## src/rtl/dtlb_sa_pkg.sv

```systemverilog
`timescale 1ns/1ps
package dtlb_sa_pkg;

   // Decoded meaning of an invalidate operand
   typedef enum logic [1:0] {
      INV_NONE = 2'd0,
      INV_ALL  = 2'd1,
      INV_PAGE = 2'd2
   } inv_kind_e;

   // Width of an index that must be at least one bit wide
   function automatic int unsigned idx_bits(input int unsigned n);
      return (n <= 1) ? 1 : $clog2(n);
   endfunction

endpackage

```

## src/rtl/dtlb_inv_decode.sv

```systemverilog
`timescale 1ns/1ps
module dtlb_inv_decode
   import dtlb_sa_pkg::*;
#(
   parameter int unsigned RB_W       = 64,
   parameter int unsigned EPN_W      = 19,
   parameter int unsigned PAGE_SHIFT = 12,
   parameter int unsigned ALL_CODE   = 32'hC00
) (
   input  logic             req,
   input  logic [RB_W-1:0]  operand,
   output inv_kind_e        kind,
   output logic [EPN_W-1:0] page
);

   if (PAGE_SHIFT + EPN_W > RB_W) begin : g_bad_width
      $error("dtlb_inv_decode: operand too narrow for page field");
   end

   localparam logic [RB_W-1:0] ALL_VAL = RB_W'(ALL_CODE);

   always_comb begin
      kind = INV_NONE;
      if (req) begin
         if (operand == ALL_VAL) begin
            kind = INV_ALL;
         end else if (operand[PAGE_SHIFT-1:0] == '0) begin
            kind = INV_PAGE;
         end
      end
   end

   assign page = operand[PAGE_SHIFT +: EPN_W];

endmodule

```

## src/rtl/dtlb_way_store.sv

```systemverilog
`timescale 1ns/1ps
module dtlb_way_store #(
   parameter int unsigned SETS   = 16,
   parameter int unsigned TAG_W  = 15,
   parameter int unsigned PPN_W  = 36,
   parameter int unsigned PERM_W = 8,
   localparam int unsigned IDX_W = $clog2(SETS)
) (
   input  logic              clk,
   input  logic              rst_n,
   // lookup compare
   input  logic [IDX_W-1:0]  lk_idx,
   input  logic [TAG_W-1:0]  lk_tag,
   output logic              lk_match,
   output logic [PPN_W-1:0]  lk_ppn,
   output logic [PERM_W-1:0] lk_perm,
   // fill compare and write
   input  logic [IDX_W-1:0]  fl_idx,
   input  logic [TAG_W-1:0]  fl_tag,
   output logic              fl_match,
   output logic              fl_used,
   input  logic              wr_en,
   input  logic [PPN_W-1:0]  wr_ppn,
   input  logic [PERM_W-1:0] wr_perm,
   // invalidation
   input  logic [IDX_W-1:0]  iv_idx,
   input  logic [TAG_W-1:0]  iv_tag,
   input  logic              clr_all,
   input  logic              clr_page
);

   logic [SETS-1:0]   valid_q;
   logic [TAG_W-1:0]  tag_q  [SETS];
   logic [PPN_W-1:0]  ppn_q  [SETS];
   logic [PERM_W-1:0] perm_q [SETS];

   logic iv_match;

   assign lk_match = valid_q[lk_idx] && (tag_q[lk_idx] == lk_tag);
   assign lk_ppn   = ppn_q[lk_idx];
   assign lk_perm  = perm_q[lk_idx];
   assign fl_used  = valid_q[fl_idx];
   assign fl_match = valid_q[fl_idx] && (tag_q[fl_idx] == fl_tag);
   assign iv_match = valid_q[iv_idx] && (tag_q[iv_idx] == iv_tag);

   always_ff @(posedge clk or negedge rst_n) begin
      if (!rst_n) begin
         valid_q <= '0;
      end else if (clr_all) begin
         valid_q <= '0;
      end else begin
         if (clr_page && iv_match) begin
            valid_q[iv_idx] <= 1'b0;
         end
         if (wr_en) begin
            valid_q[fl_idx] <= 1'b1;
         end
      end
   end

   always_ff @(posedge clk) begin
      if (wr_en) begin
         tag_q[fl_idx]  <= fl_tag;
         ppn_q[fl_idx]  <= wr_ppn;
         perm_q[fl_idx] <= wr_perm;
      end
   end

   // a wipe leaves the entry looked up next cycle empty
   p_wipe_way_r7: assert property (@(posedge clk) disable iff (!rst_n)
      clr_all |=> !valid_q[lk_idx]);

   // a written slot is valid afterwards
   p_write_sets_valid_r5: assert property (@(posedge clk) disable iff (!rst_n)
      (wr_en && !clr_all) |=> valid_q[$past(fl_idx)]);

endmodule

```

## src/rtl/dtlb_repl.sv

```systemverilog
`timescale 1ns/1ps
module dtlb_repl
   import dtlb_sa_pkg::*;
#(
   parameter int unsigned SETS = 16,
   parameter int unsigned WAYS = 2,
   localparam int unsigned IDX_W = $clog2(SETS),
   localparam int unsigned WAY_W = idx_bits(WAYS)
) (
   input  logic             clk,
   input  logic             rst_n,
   input  logic             hit_upd,
   input  logic [IDX_W-1:0] hit_idx,
   input  logic [WAY_W-1:0] hit_way,
   input  logic             fl_upd,
   input  logic [IDX_W-1:0] fl_idx,
   input  logic [WAY_W-1:0] fl_way,
   output logic [WAY_W-1:0] vic_way
);

   if (WAYS < 2) begin : g_bad_ways
      $error("dtlb_repl: needs at least two ways");
   end

   if (WAYS == 2) begin : g_lru_bit
      logic [SETS-1:0] lru_q;

      assign vic_way = lru_q[fl_idx];

      always_ff @(posedge clk or negedge rst_n) begin
         if (!rst_n) begin
            lru_q <= '0;
         end else begin
            if (hit_upd) lru_q[hit_idx] <= ~hit_way[0];
            if (fl_upd)  lru_q[fl_idx]  <= ~fl_way[0];
         end
      end

      // after a fill the set points away from the filled way
      p_lru_away_r6: assert property (@(posedge clk) disable iff (!rst_n)
         fl_upd |=> (lru_q[$past(fl_idx)] != $past(fl_way[0])));

      // a hit alone moves the pointer to the other way
      p_hit_flip_r6: assert property (@(posedge clk) disable iff (!rst_n)
         (hit_upd && !(fl_upd && fl_idx == hit_idx))
            |=> (lru_q[$past(hit_idx)] != $past(hit_way[0])));
   end else begin : g_round_robin
      logic [WAY_W-1:0] ptr_q [SETS];

      function automatic logic [WAY_W-1:0] bump(input logic [WAY_W-1:0] p);
         return (p == WAY_W'(WAYS - 1)) ? '0 : p + 1'b1;
      endfunction

      assign vic_way = ptr_q[fl_idx];

      always_ff @(posedge clk or negedge rst_n) begin
         if (!rst_n) begin
            for (int s = 0; s < SETS; s++) ptr_q[s] <= '0;
         end else begin
            if (hit_upd && hit_way == ptr_q[hit_idx]) begin
               ptr_q[hit_idx] <= bump(ptr_q[hit_idx]);
            end
            if (fl_upd && fl_way == ptr_q[fl_idx]) begin
               ptr_q[fl_idx] <= bump(ptr_q[fl_idx]);
            end
         end
      end
   end

endmodule

```

## src/rtl/dtlb_sa.sv

```systemverilog
`timescale 1ns/1ps
module dtlb_sa
   import dtlb_sa_pkg::*;
#(
   parameter int unsigned EPN_W         = 19,
   parameter int unsigned PPN_W         = 36,
   parameter int unsigned PERM_W        = 8,
   parameter int unsigned SETS          = 16,
   parameter int unsigned WAYS          = 2,
   parameter int unsigned RB_W          = 64,
   parameter int unsigned PAGE_SHIFT    = 12,
   parameter int unsigned INV_ALL_CODE  = 32'hC00
) (
   input  logic              clk,
   input  logic              rst_n,
   input  logic              lk_valid,
   input  logic [EPN_W-1:0]  lk_epn,
   output logic              lk_hit,
   output logic              lk_miss,
   output logic [PPN_W-1:0]  lk_ppn,
   output logic [PERM_W-1:0] lk_perm,
   input  logic              fill_valid,
   input  logic [EPN_W-1:0]  fill_epn,
   input  logic [PPN_W-1:0]  fill_ppn,
   input  logic [PERM_W-1:0] fill_perm,
   input  logic              inv_valid,
   input  logic [RB_W-1:0]   inv_rb
);

   localparam int unsigned IDX_W = $clog2(SETS);
   localparam int unsigned TAG_W = EPN_W - IDX_W;
   localparam int unsigned WAY_W = idx_bits(WAYS);

   if (SETS < 2 || (SETS & (SETS - 1)) != 0) begin : g_bad_sets
      $error("dtlb_sa: SETS must be a power of two, at least 2");
   end
   if (EPN_W <= IDX_W) begin : g_bad_epn
      $error("dtlb_sa: page number narrower than set index");
   end

   // ---------------- address split ----------------
   logic [IDX_W-1:0] lk_idx, fl_idx, iv_idx;
   logic [TAG_W-1:0] lk_tag, fl_tag, iv_tag;
   logic [EPN_W-1:0] iv_page;
   inv_kind_e        iv_kind;

   assign lk_idx = lk_epn[IDX_W-1:0];
   assign lk_tag = lk_epn[EPN_W-1:IDX_W];
   assign fl_idx = fill_epn[IDX_W-1:0];
   assign fl_tag = fill_epn[EPN_W-1:IDX_W];
   assign iv_idx = iv_page[IDX_W-1:0];
   assign iv_tag = iv_page[EPN_W-1:IDX_W];

   dtlb_inv_decode #(
      .RB_W       (RB_W),
      .EPN_W      (EPN_W),
      .PAGE_SHIFT (PAGE_SHIFT),
      .ALL_CODE   (INV_ALL_CODE)
   ) u_inv_decode (
      .req     (inv_valid),
      .operand (inv_rb),
      .kind    (iv_kind),
      .page    (iv_page)
   );

   logic fill_go;
   logic clr_all, clr_page;
   assign fill_go  = fill_valid && !inv_valid;
   assign clr_all  = (iv_kind == INV_ALL);
   assign clr_page = (iv_kind == INV_PAGE);

   // ---------------- ways ----------------
   logic [WAYS-1:0]   lk_match_v, fl_match_v, fl_used_v;
   logic [PPN_W-1:0]  way_ppn  [WAYS];
   logic [PERM_W-1:0] way_perm [WAYS];
   logic [WAY_W-1:0]  fl_way, vic_way, hit_way;

   for (genvar g = 0; g < WAYS; g++) begin : g_way
      dtlb_way_store #(
         .SETS   (SETS),
         .TAG_W  (TAG_W),
         .PPN_W  (PPN_W),
         .PERM_W (PERM_W)
      ) u_store (
         .clk      (clk),
         .rst_n    (rst_n),
         .lk_idx   (lk_idx),
         .lk_tag   (lk_tag),
         .lk_match (lk_match_v[g]),
         .lk_ppn   (way_ppn[g]),
         .lk_perm  (way_perm[g]),
         .fl_idx   (fl_idx),
         .fl_tag   (fl_tag),
         .fl_match (fl_match_v[g]),
         .fl_used  (fl_used_v[g]),
         .wr_en    (fill_go && (fl_way == WAY_W'(g))),
         .wr_ppn   (fill_ppn),
         .wr_perm  (fill_perm),
         .iv_idx   (iv_idx),
         .iv_tag   (iv_tag),
         .clr_all  (clr_all),
         .clr_page (clr_page)
      );
   end

   // ---------------- lookup result ----------------
   always_comb begin
      hit_way = '0;
      lk_ppn  = '0;
      lk_perm = '0;
      for (int w = 0; w < WAYS; w++) begin
         if (lk_valid && lk_match_v[w]) begin
            hit_way = WAY_W'(w);
            lk_ppn  = way_ppn[w];
            lk_perm = way_perm[w];
         end
      end
   end

   assign lk_hit  = lk_valid && (|lk_match_v);
   assign lk_miss = lk_valid && !(|lk_match_v);

   // ---------------- fill way choice ----------------
   always_comb begin
      logic found_match;
      logic found_free;
      logic [WAY_W-1:0] match_way;
      logic [WAY_W-1:0] free_way;
      found_match = 1'b0;
      found_free  = 1'b0;
      match_way   = '0;
      free_way    = '0;
      for (int w = 0; w < WAYS; w++) begin
         if (!found_match && fl_match_v[w]) begin
            found_match = 1'b1;
            match_way   = WAY_W'(w);
         end
         if (!found_free && !fl_used_v[w]) begin
            found_free = 1'b1;
            free_way   = WAY_W'(w);
         end
      end
      if (found_match)     fl_way = match_way;
      else if (found_free) fl_way = free_way;
      else                 fl_way = vic_way;
   end

   dtlb_repl #(
      .SETS (SETS),
      .WAYS (WAYS)
   ) u_repl (
      .clk     (clk),
      .rst_n   (rst_n),
      .hit_upd (lk_hit),
      .hit_idx (lk_idx),
      .hit_way (hit_way),
      .fl_upd  (fill_go),
      .fl_idx  (fl_idx),
      .fl_way  (fl_way),
      .vic_way (vic_way)
   );

   // ---------------- properties ----------------
   // never two ways holding the same page
   p_single_match_r12: assert property (@(posedge clk) disable iff (!rst_n)
      $onehot0(lk_match_v));

   // a miss returns zero payload
   p_miss_quiet_r2: assert property (@(posedge clk) disable iff (!rst_n)
      lk_miss |-> (lk_ppn == '0 && lk_perm == '0 && !lk_hit));

   // a fill is visible to a lookup of the same page next cycle
   p_fill_seen_r3: assert property (@(posedge clk) disable iff (!rst_n)
      (fill_valid && !inv_valid) |=>
         (!lk_valid || lk_epn != $past(fill_epn)
          || (lk_hit && lk_ppn == $past(fill_ppn))));

   // wipe-all code leaves nothing to hit
   p_wipe_all_r7: assert property (@(posedge clk) disable iff (!rst_n)
      (inv_valid && inv_rb == RB_W'(INV_ALL_CODE)) |=> !lk_hit);

   // a page-aligned operand removes that page
   p_page_gone_r8: assert property (@(posedge clk) disable iff (!rst_n)
      (inv_valid && inv_rb[PAGE_SHIFT-1:0] == '0) |=>
         (!lk_valid || lk_epn != $past(inv_rb[PAGE_SHIFT +: EPN_W]) || !lk_hit));

endmodule

```

## config.mk

```make
export PLATFORM = sky130hd
export DESIGN_NAME = dtlb_sa
export DESIGN_NICKNAME = d
export VERILOG_FILES = /design/src/rtl/dtlb_sa_pkg.sv /design/src/rtl/dtlb_inv_decode.sv /design/src/rtl/dtlb_way_store.sv /design/src/rtl/dtlb_repl.sv /design/src/rtl/dtlb_sa.sv
export SDC_FILE = /design/constraint.sdc
export NUM_CORES = 2
export LEC_CHECK = 0
export BUFFER_PORTS_ARGS = -buffer_cell sky130_fd_sc_hd__clkbuf_2
export CAP_MARGIN = 10
export CORE_ASPECT_RATIO = 1.1
export CORE_MARGIN = 4
export CORE_UTILIZATION = 35
export CTS_CLUSTER_SIZE = 40
export DETAILED_ROUTE_END_ITERATION = 7
export HOLD_SLACK_MARGIN = 0.12
export PLACE_DENSITY = 0.6
export SYNTH_ARGS = -nofsm -noshare
export SYNTH_HDL_FRONTEND = slang
export SYNTH_HIERARCHICAL = 1
export SYNTH_SLANG_ARGS = --single-unit
```

## constraint.sdc

```tcl
create_clock -name clk -period 15 [get_ports clk]
set_input_delay 3 -clock clk [delete_from_list [all_inputs] [get_ports clk]]
set_output_delay 3 -clock clk [all_outputs]
set_load 0.1 [all_outputs]
```

* Yosys cells after proc, flatten, opt, wreduce, memory -nomap -nowiden
Memories as Yosys holds them, arrays and structs flattened.
Index checks and enable logic that the tools add are counted.
** Word-level totals
- Register bits after elaboration :: 48
- Bits in writable memories :: 1888
- Output and inout port bits :: 46
- Memories kept :: 6
** Memories
- g_way[0].u_store.ppn_q :: depth 16, width 36, read ports 1, clocked after Yosys merged registers in 0, write ports 1, line dtlb_way_store.sv:34 : logic [PPN_W-1:0] ppn_q [SETS];
- g_way[1].u_store.ppn_q :: depth 16, width 36, read ports 1, clocked after Yosys merged registers in 0, write ports 1, line dtlb_way_store.sv:34
- g_way[0].u_store.tag_q :: depth 16, width 15, read ports 3, clocked after Yosys merged registers in 0, write ports 1, line dtlb_way_store.sv:33 : logic [TAG_W-1:0] tag_q [SETS];
- g_way[1].u_store.tag_q :: depth 16, width 15, read ports 3, clocked after Yosys merged registers in 0, write ports 1, line dtlb_way_store.sv:33
- g_way[0].u_store.perm_q :: depth 16, width 8, read ports 1, clocked after Yosys merged registers in 0, write ports 1, line dtlb_way_store.sv:35 : logic [PERM_W-1:0] perm_q [SETS];
- g_way[1].u_store.perm_q :: depth 16, width 8, read ports 1, clocked after Yosys merged registers in 0, write ports 1, line dtlb_way_store.sv:35
** Operators by class
- Magnitude comparators :: 6
- Eq/ne operators :: 9
- Muxes and demuxes :: 52
- Bitwise logic cells :: 7
- Reductions and logical operators :: 26
** Operator list (number)
- 16-bit 2-to-1 mux :: 10
- 15-bit equality test :: 6
- 36-bit 2-to-1 mux :: 2
- 64-bit by 12-bit equality test with 1-bit output, second input constant :: 1
- 16-bit AND :: 2
- 16-bit bitwise mux :: 2
- 16-bit bitwise OR :: 2
- 1-bit binary-select mux with 4-bit select :: 7
- 1-bit 2-to-1 mux :: 23
- 1-bit logical AND :: 20
- 8-bit 2-to-1 mux :: 2
- 16-bit NOT :: 1
- 4-bit by 5-bit less-than comparator with 1-bit output, second input constant :: 3
- 1-bit demux with 4-bit select :: 3
- 4-bit by 1-bit greater-or-equal comparator with 1-bit output, second input constant :: 3
- 12-bit zero test :: 1
- 2-bit 2-to-1 mux :: 3
- 1-bit zero test :: 4
- 2-bit by 1-bit equality test with 1-bit output, second input constant :: 1
- 2-bit equality test, second input constant :: 1
- 1-bit NOT :: 2
- 2-bit OR reduction :: 1

* Depth between registers and ports, before layout
- Depth after elaboration :: 12
- Mapped depth :: 15
- Depth with buffers taken out :: 12

* Hierarchy
Netlist, hierarchy kept.
** By module, submodules not included
- dtlb_way_store (g_way[0].u_store) :: times used 1, cells each 1842, area an instance 41247.1 µm², sequential area each 28747.6 µm²
- dtlb_way_store (g_way[1].u_store) :: times used 1, cells each 1800, area an instance 41167.0 µm², sequential area each 28747.6 µm²
- dtlb_repl :: times used 1, cells each 129, area an instance 1142.3 µm², sequential area each 400.4 µm²
- dtlb_sa :: times used 1, cells each 66, area an instance 580.6 µm², sequential area each 0.0 µm²
- dtlb_inv_decode :: times used 1, cells each 42, area an instance 311.5 µm², sequential area each 0.0 µm²

* Least setup slack after synthesis
No wires, ideal clock.
- Kind :: input-to-reg
- From :: input fill_epn[0]
- To :: memory g_way[0].u_store.perm_q[2][0], enable pin
- Arrival time :: 11.468 ns
- Data required time :: 14.372 ns
- Slack :: 2.904 ns
- Stages :: 11
- Buffers on the path :: 2
- Path through :: buf_2 -> buf_1 -> mux4_2 -> mux4_2 -> xnor2_1 -> nand4_1 -> nor4_1 -> o21bai_1 -> o21a_1 -> nand2_1 -> nor4_1
** Between the ends
- Cells in the longest elaborated chain, start to end :: 12
- Elaborated cells between the ends (all ways) :: 28
- Classes of those cells :: eq/ne: 2; mux: 16; bitwise: 1; reduce/logical: 7; memory: 2
** RTL lines
- from (decl) :: line dtlb_sa.sv:23 : input logic [EPN_W-1:0] fill_epn,
- memory 16 x 15 bit / 1-bit binary-select mux with 4-bit select (equally long branches)
- 15-bit equality test / 1-bit 2-to-1 mux (equally long branches) :: line dtlb_way_store.sv:43 : assign fl_match = valid_q[fl_idx] && (tag_q[fl_idx] == fl_tag);
- 1-bit logical AND (*) :: line dtlb_way_store.sv:43
- net fl_match_v[0] :: line dtlb_sa.sv:73 : logic [WAYS-1:0] lk_match_v, fl_match_v, fl_used_v;
- 1-bit 2-to-1 mux (*) :: line dtlb_sa.sv:134 : if (!found_match && fl_match_v[w]) begin
- 1-bit zero test :: line dtlb_sa.sv:134
- 1-bit logical AND :: line dtlb_sa.sv:134
- 1-bit 2-to-1 mux :: line dtlb_sa.sv:134
- 1-bit 2-to-1 mux (*) :: line dtlb_sa.sv:143 : if (found_match) fl_way = match_way;
- 1-bit NOT (*) :: line dtlb_sa.sv:96 : .wr_en (fill_go && (fl_way == WAY_W'(g))),
- 1-bit logical AND (*) :: line dtlb_sa.sv:96
- 1-bit 2-to-1 mux (*) :: line dtlb_way_store.sv:62 : if (wr_en) begin
- 1-bit 2-to-1 mux (not written as such) (*) :: line dtlb_way_store.sv:65 : perm_q[fl_idx] <= wr_perm;
- to (decl) :: line dtlb_way_store.sv:35
Mark *: on every way through the listed nets, which the timed path passes. The rest lies on a longest branch. The select of a mux whose other input is x is not followed.

* Worst setup path in the final report
- From :: input lk_epn[0]
- To :: output lk_ppn[18]
** Between the ends
- Cells in the longest elaborated chain, start to end :: 6
- Elaborated cells between the ends (all ways) :: 16
- Classes of those cells :: eq/ne: 2; mux: 6; reduce/logical: 4; memory: 4
** RTL lines
- from (decl) :: line dtlb_sa.sv:17 : input logic [EPN_W-1:0] lk_epn,
- memory 16 x 15 bit / 1-bit binary-select mux with 4-bit select (equally long branches)
- 15-bit equality test / 1-bit 2-to-1 mux (equally long branches) :: line dtlb_way_store.sv:39 : assign lk_match = valid_q[lk_idx] && (tag_q[lk_idx] == lk_tag);
- 1-bit logical AND (*) :: line dtlb_way_store.sv:39
- net lk_match_v[0] :: line dtlb_sa.sv:73
- 1-bit logical AND (*) :: line dtlb_sa.sv:112 : if (lk_valid && lk_match_v[w]) begin
- 36-bit 2-to-1 mux (*) (2 in a row) :: line dtlb_sa.sv:112
- to (decl) :: line dtlb_sa.sv:20 : output logic [PPN_W-1:0] lk_ppn,
Marked as above.

==> impl_metrics.yaml <==
status:
  status: "complete, no violations"
floorplanning:
  io_pins: 197
  dieArea_um2: 249000
  die_w_um: 476
  core_area_um2: 239000
  chipHeight_um: 523
  row_count: 188
  initial_core_util: 0.353
clock_tree:
  clock_sinks: 1936
  cts_setup_buffers: 0
  htree_levels: 4
  numCtsBuffers: 191
  worst_skew_pair.late_latency_ns: 0.86
  cts_buffer_depth: 3
  cts_hold_buf: 0
  cts_tree: "done"
  cts-root-buf: "clkbuf_16"
  ctsResizeCount: 0
  clk_pin_slew_worst_paths_ns: 0.07
route:
  drc: 0
  vias: 43900
  wl_per_cell_um: 32.8
  drt_iter0_drc: 5435
  viasPerCell: 5.95
  ant_nets: 0
  wl_um: 242000
  first_pass_iters: 6
final_layout:
  fillCellCount: 20800
  instances_no_fill: 7388
  layout_common_cells: "edfxtp_1 (1888), mux4_2 (846), clkbuf_16 (194)"
  final_common_cell: "edfxtp_1"
  final_cell_area_um2: 95600
  nNetsFinal: 4243
  drive_above_1_share: 0.356
  area_growth_pct: 13.3
critical_path:
  crit_chain: "buf_8 > buf_4 > mux4_2 > mux4_2 > xnor2_1 > nand4_1 > nor4_1 > and3b_4 > a22o_1 > clkbuf_2"
  crit_family: "simple AND/OR/NAND/NOR gates"
  timing.rr.end: "g_way[1].u_store/ppn_q[9][6]$_DFFE_PP_"
  r2r-start: "g_way[1].u_store/tag_q[8][1]$_DFFE_PP_"
  cp.buffers_inverters: 3
  crit_path_top_delay_cell: "and3b_4"
  startpoint: "lk_epn[0]"
  critPathKind: "in2out"
  cp-end-kind: "output port"
  critPathMostFrequentCell: "mux4_2"
  reg2reg_setup_slack_ns: 8.80
  cpPeakStageDelay_ns: 1.08
  crit_required_ns: 12.00
  cp.arrival_ns: 9.29
  worstPathMaxFanout: 78
  worstSetupStartpointType: "primary input"
  worstRegToRegCells: 11
  cp.depth: 10
synthesis:
  synth_cell_type_count: 80
  async_flop_share: 0.0248
  synth_area_per_cell_um2: 21.8
  synth_edf_count: 1888
  seq_area_frac_synth: 0.686
  ys_seq_elements: 1936
  synth_warnings: 6
  syn_nets: 4030
  netlist.area_leader.share: 0.671
  synth_area_leader_cell: "edfxtp_1"
  ys.flop_type: "edfxtp_1"
  synthCells: 3879
  syn_area_um2: 84400
  synthTopCellsByArea: "edfxtp_1 (67%), mux4_2 (23%), dfrtp_1 (1.4%)"
power_and_ir_drop:
  seqPwrFrac: 0.506
  ir_worst_vdd_v: 0.0000982
  p_int_mw: 9.32
  power_switching_mw: 2.65
  clkPwrFrac: 0.418
  power_density_nw_per_um2: 125
  power.leakage_nw: 29.7
  combPwrFrac: 0.075
  p_sw_frac: 0.221
global_route:
  gr-total-overflow: 0
  antenna_found_initial: 16
  grtUsageTotal: 0.192
  grt_pass1_vias: 44600
  grt_pass1_wl_um: 344000
  grt_max_degree: 137
sta:
  worst_slack_ns: 2.71
  rsz0062_at_grt: "false"
  drv_slew: 0
  hold_viol_final: 0
  fin_worst_skew_ns: 0.0561
  holdWs_ns: 0.571
  finalCriticalPeriod_ns: 12.29
  setup_viol_count_final: 0
  fin_crit_sh: 0.819
  tightest_slew_ns: 1.25
  max_freq_mhz: 81.4
  fin_tns_setup_ns: 0
  relSlewSlack: 0.164
placed_design:
  post-place-cells: 7033
  placed_area_um2: 89100
  place_congestion: 0.918
  port_buffers: 196
  place_hpwl_um: 137000
  dp_slack_ns: 2.75
hold_path:
  worstHoldPathCells: 2
  worstHoldStart: "g_way[0].u_store/valid_q[11]$_DFF_PN0_"
  hold-path-endpoint: "g_way[0].u_store/valid_q[11]$_DFF_PN0_"
  hp-class: "reg2reg"
job:
  cap_violations: 0
-- worst reg2reg max path, cell delays in order, from the launching register on --
cell,delay [ns]
edfxtp_1,0.42
mux4_2,0.49
mux4_2,0.48
xnor2_1,0.42
nand4_1,0.20
nor4_1,0.73
o21bai_1,0.30
nor3b_1,0.28
buf_4,0.23
or3b_2,0.59
nor2_4,0.97
buf_4,0.66
-- cells in the mapped netlist, types with 6 or more instances --
cell and n:
edfxtp_1 1888, mux4_2 846, clkbuf_1 112, nor2_1 101
mux2i_1 92, xnor2_1 88, buf_2 70, dfrtp_1 48
a22o_1 46, nand2_1 42, buf_1 38, buf_4 30
a21oi_1 28, nand2b_1 27, nand4_1 27, mux2_2 24
nor3_1 24, nor4_1 24, buf_6 22, and3_1 19
o31ai_1 18, or3_1 18, a311oi_1 17, inv_1 17
nor2b_1 17, nand3_1 16, a22oi_1 14, xor2_1 13
a211oi_1 11, a221oi_1 10, o22ai_1 9, nor3b_1 8
o41ai_1 7, or4_1 7, a31oi_1 6, mux4_1 6
o21ai_0 6
-- sequential cells by signal, summed over array words and instances, names as in the netlist --
signal,flops
g_way.u_store/perm_q,256
u_repl/g_lru_bit.lru_q,16
g_way.u_store/tag_q,480
g_way.u_store/ppn_q,1152
g_way.u_store/valid_q,32
-- per-stage QoR --
stage	utilization	total power, mW
finish	0.400	12.0
global route	0.400	12.3
CTS	0.400	12.1
detailed placement	0.372	7.07
global placement	0.372	7.07
floorplan	-	6.73
-- kinds of logic after synthesis --
group,share of synthesized area
xor gates and xnor gates,0.0105
buffers and inverters,0.0174
muxes,0.242
and+or+nand+nor,0.0236
DFF,0.686
AOI/OAI and AO/OA,0.0209
-- layout make-up --
| class | count | area, µm² | share of cell area |
|---|---|---|---|
| Sequential cell | 1936 | 57900 | 0.605 |
| Multi-Input combinational cell | 1651 | 25300 | 0.264 |
| Clock buffer | 225 | 4990 | 0.0522 |
| Tap cell | 3135 | 3920 | 0.0410 |
| Timing Repair Buffer | 293 | 1900 | 0.0198 |
| Clock inverter | 124 | 1570 | 0.0164 |
| Inverter | 19 | 86.3 | 0.000903 |
| Antenna cell | 5 | 12.5 | 0.000131 |
-- worst max path at each step --
stage / slack [ns] / endpoint
6_report: 2.71 / lk_ppn[18]
5_1_grt: 2.35 / lk_ppn[18]
4_1_cts: 2.73 / lk_ppn[18]
3_5_place_dp: 2.75 / lk_ppn[18]
3_3_place_gp: 2.87 / lk_ppn[18]
2_1_floorplan: 2.90 / g_way[0].u_store/perm_q[2][0]$_DFFE_PP_
-- per-layer routing --
metal	wire length (µm)	vias up	track usage	part of all wire
li1	-	17300	-	-
met2	116000	2047	0.308	0.48
met4	7210	14	0.0574	0.030
met1	99600	24100	0.266	0.41
met3	19600	425	0.0407	0.081
met5	96	-	0	0.00040
-- power groups by stage --
stage	Clock, mW	Sequential (mW)	Combinational, mW
after floorplan	0	6.16	0.574
after global placement	0	6.17	0.897
after detailed placement	0	6.17	0.902
after CTS	5.10	6.06	0.905
after global routing	5.33	6.06	0.952
final	5.01	6.06	0.900
Power figures use the tool's default switching activity.
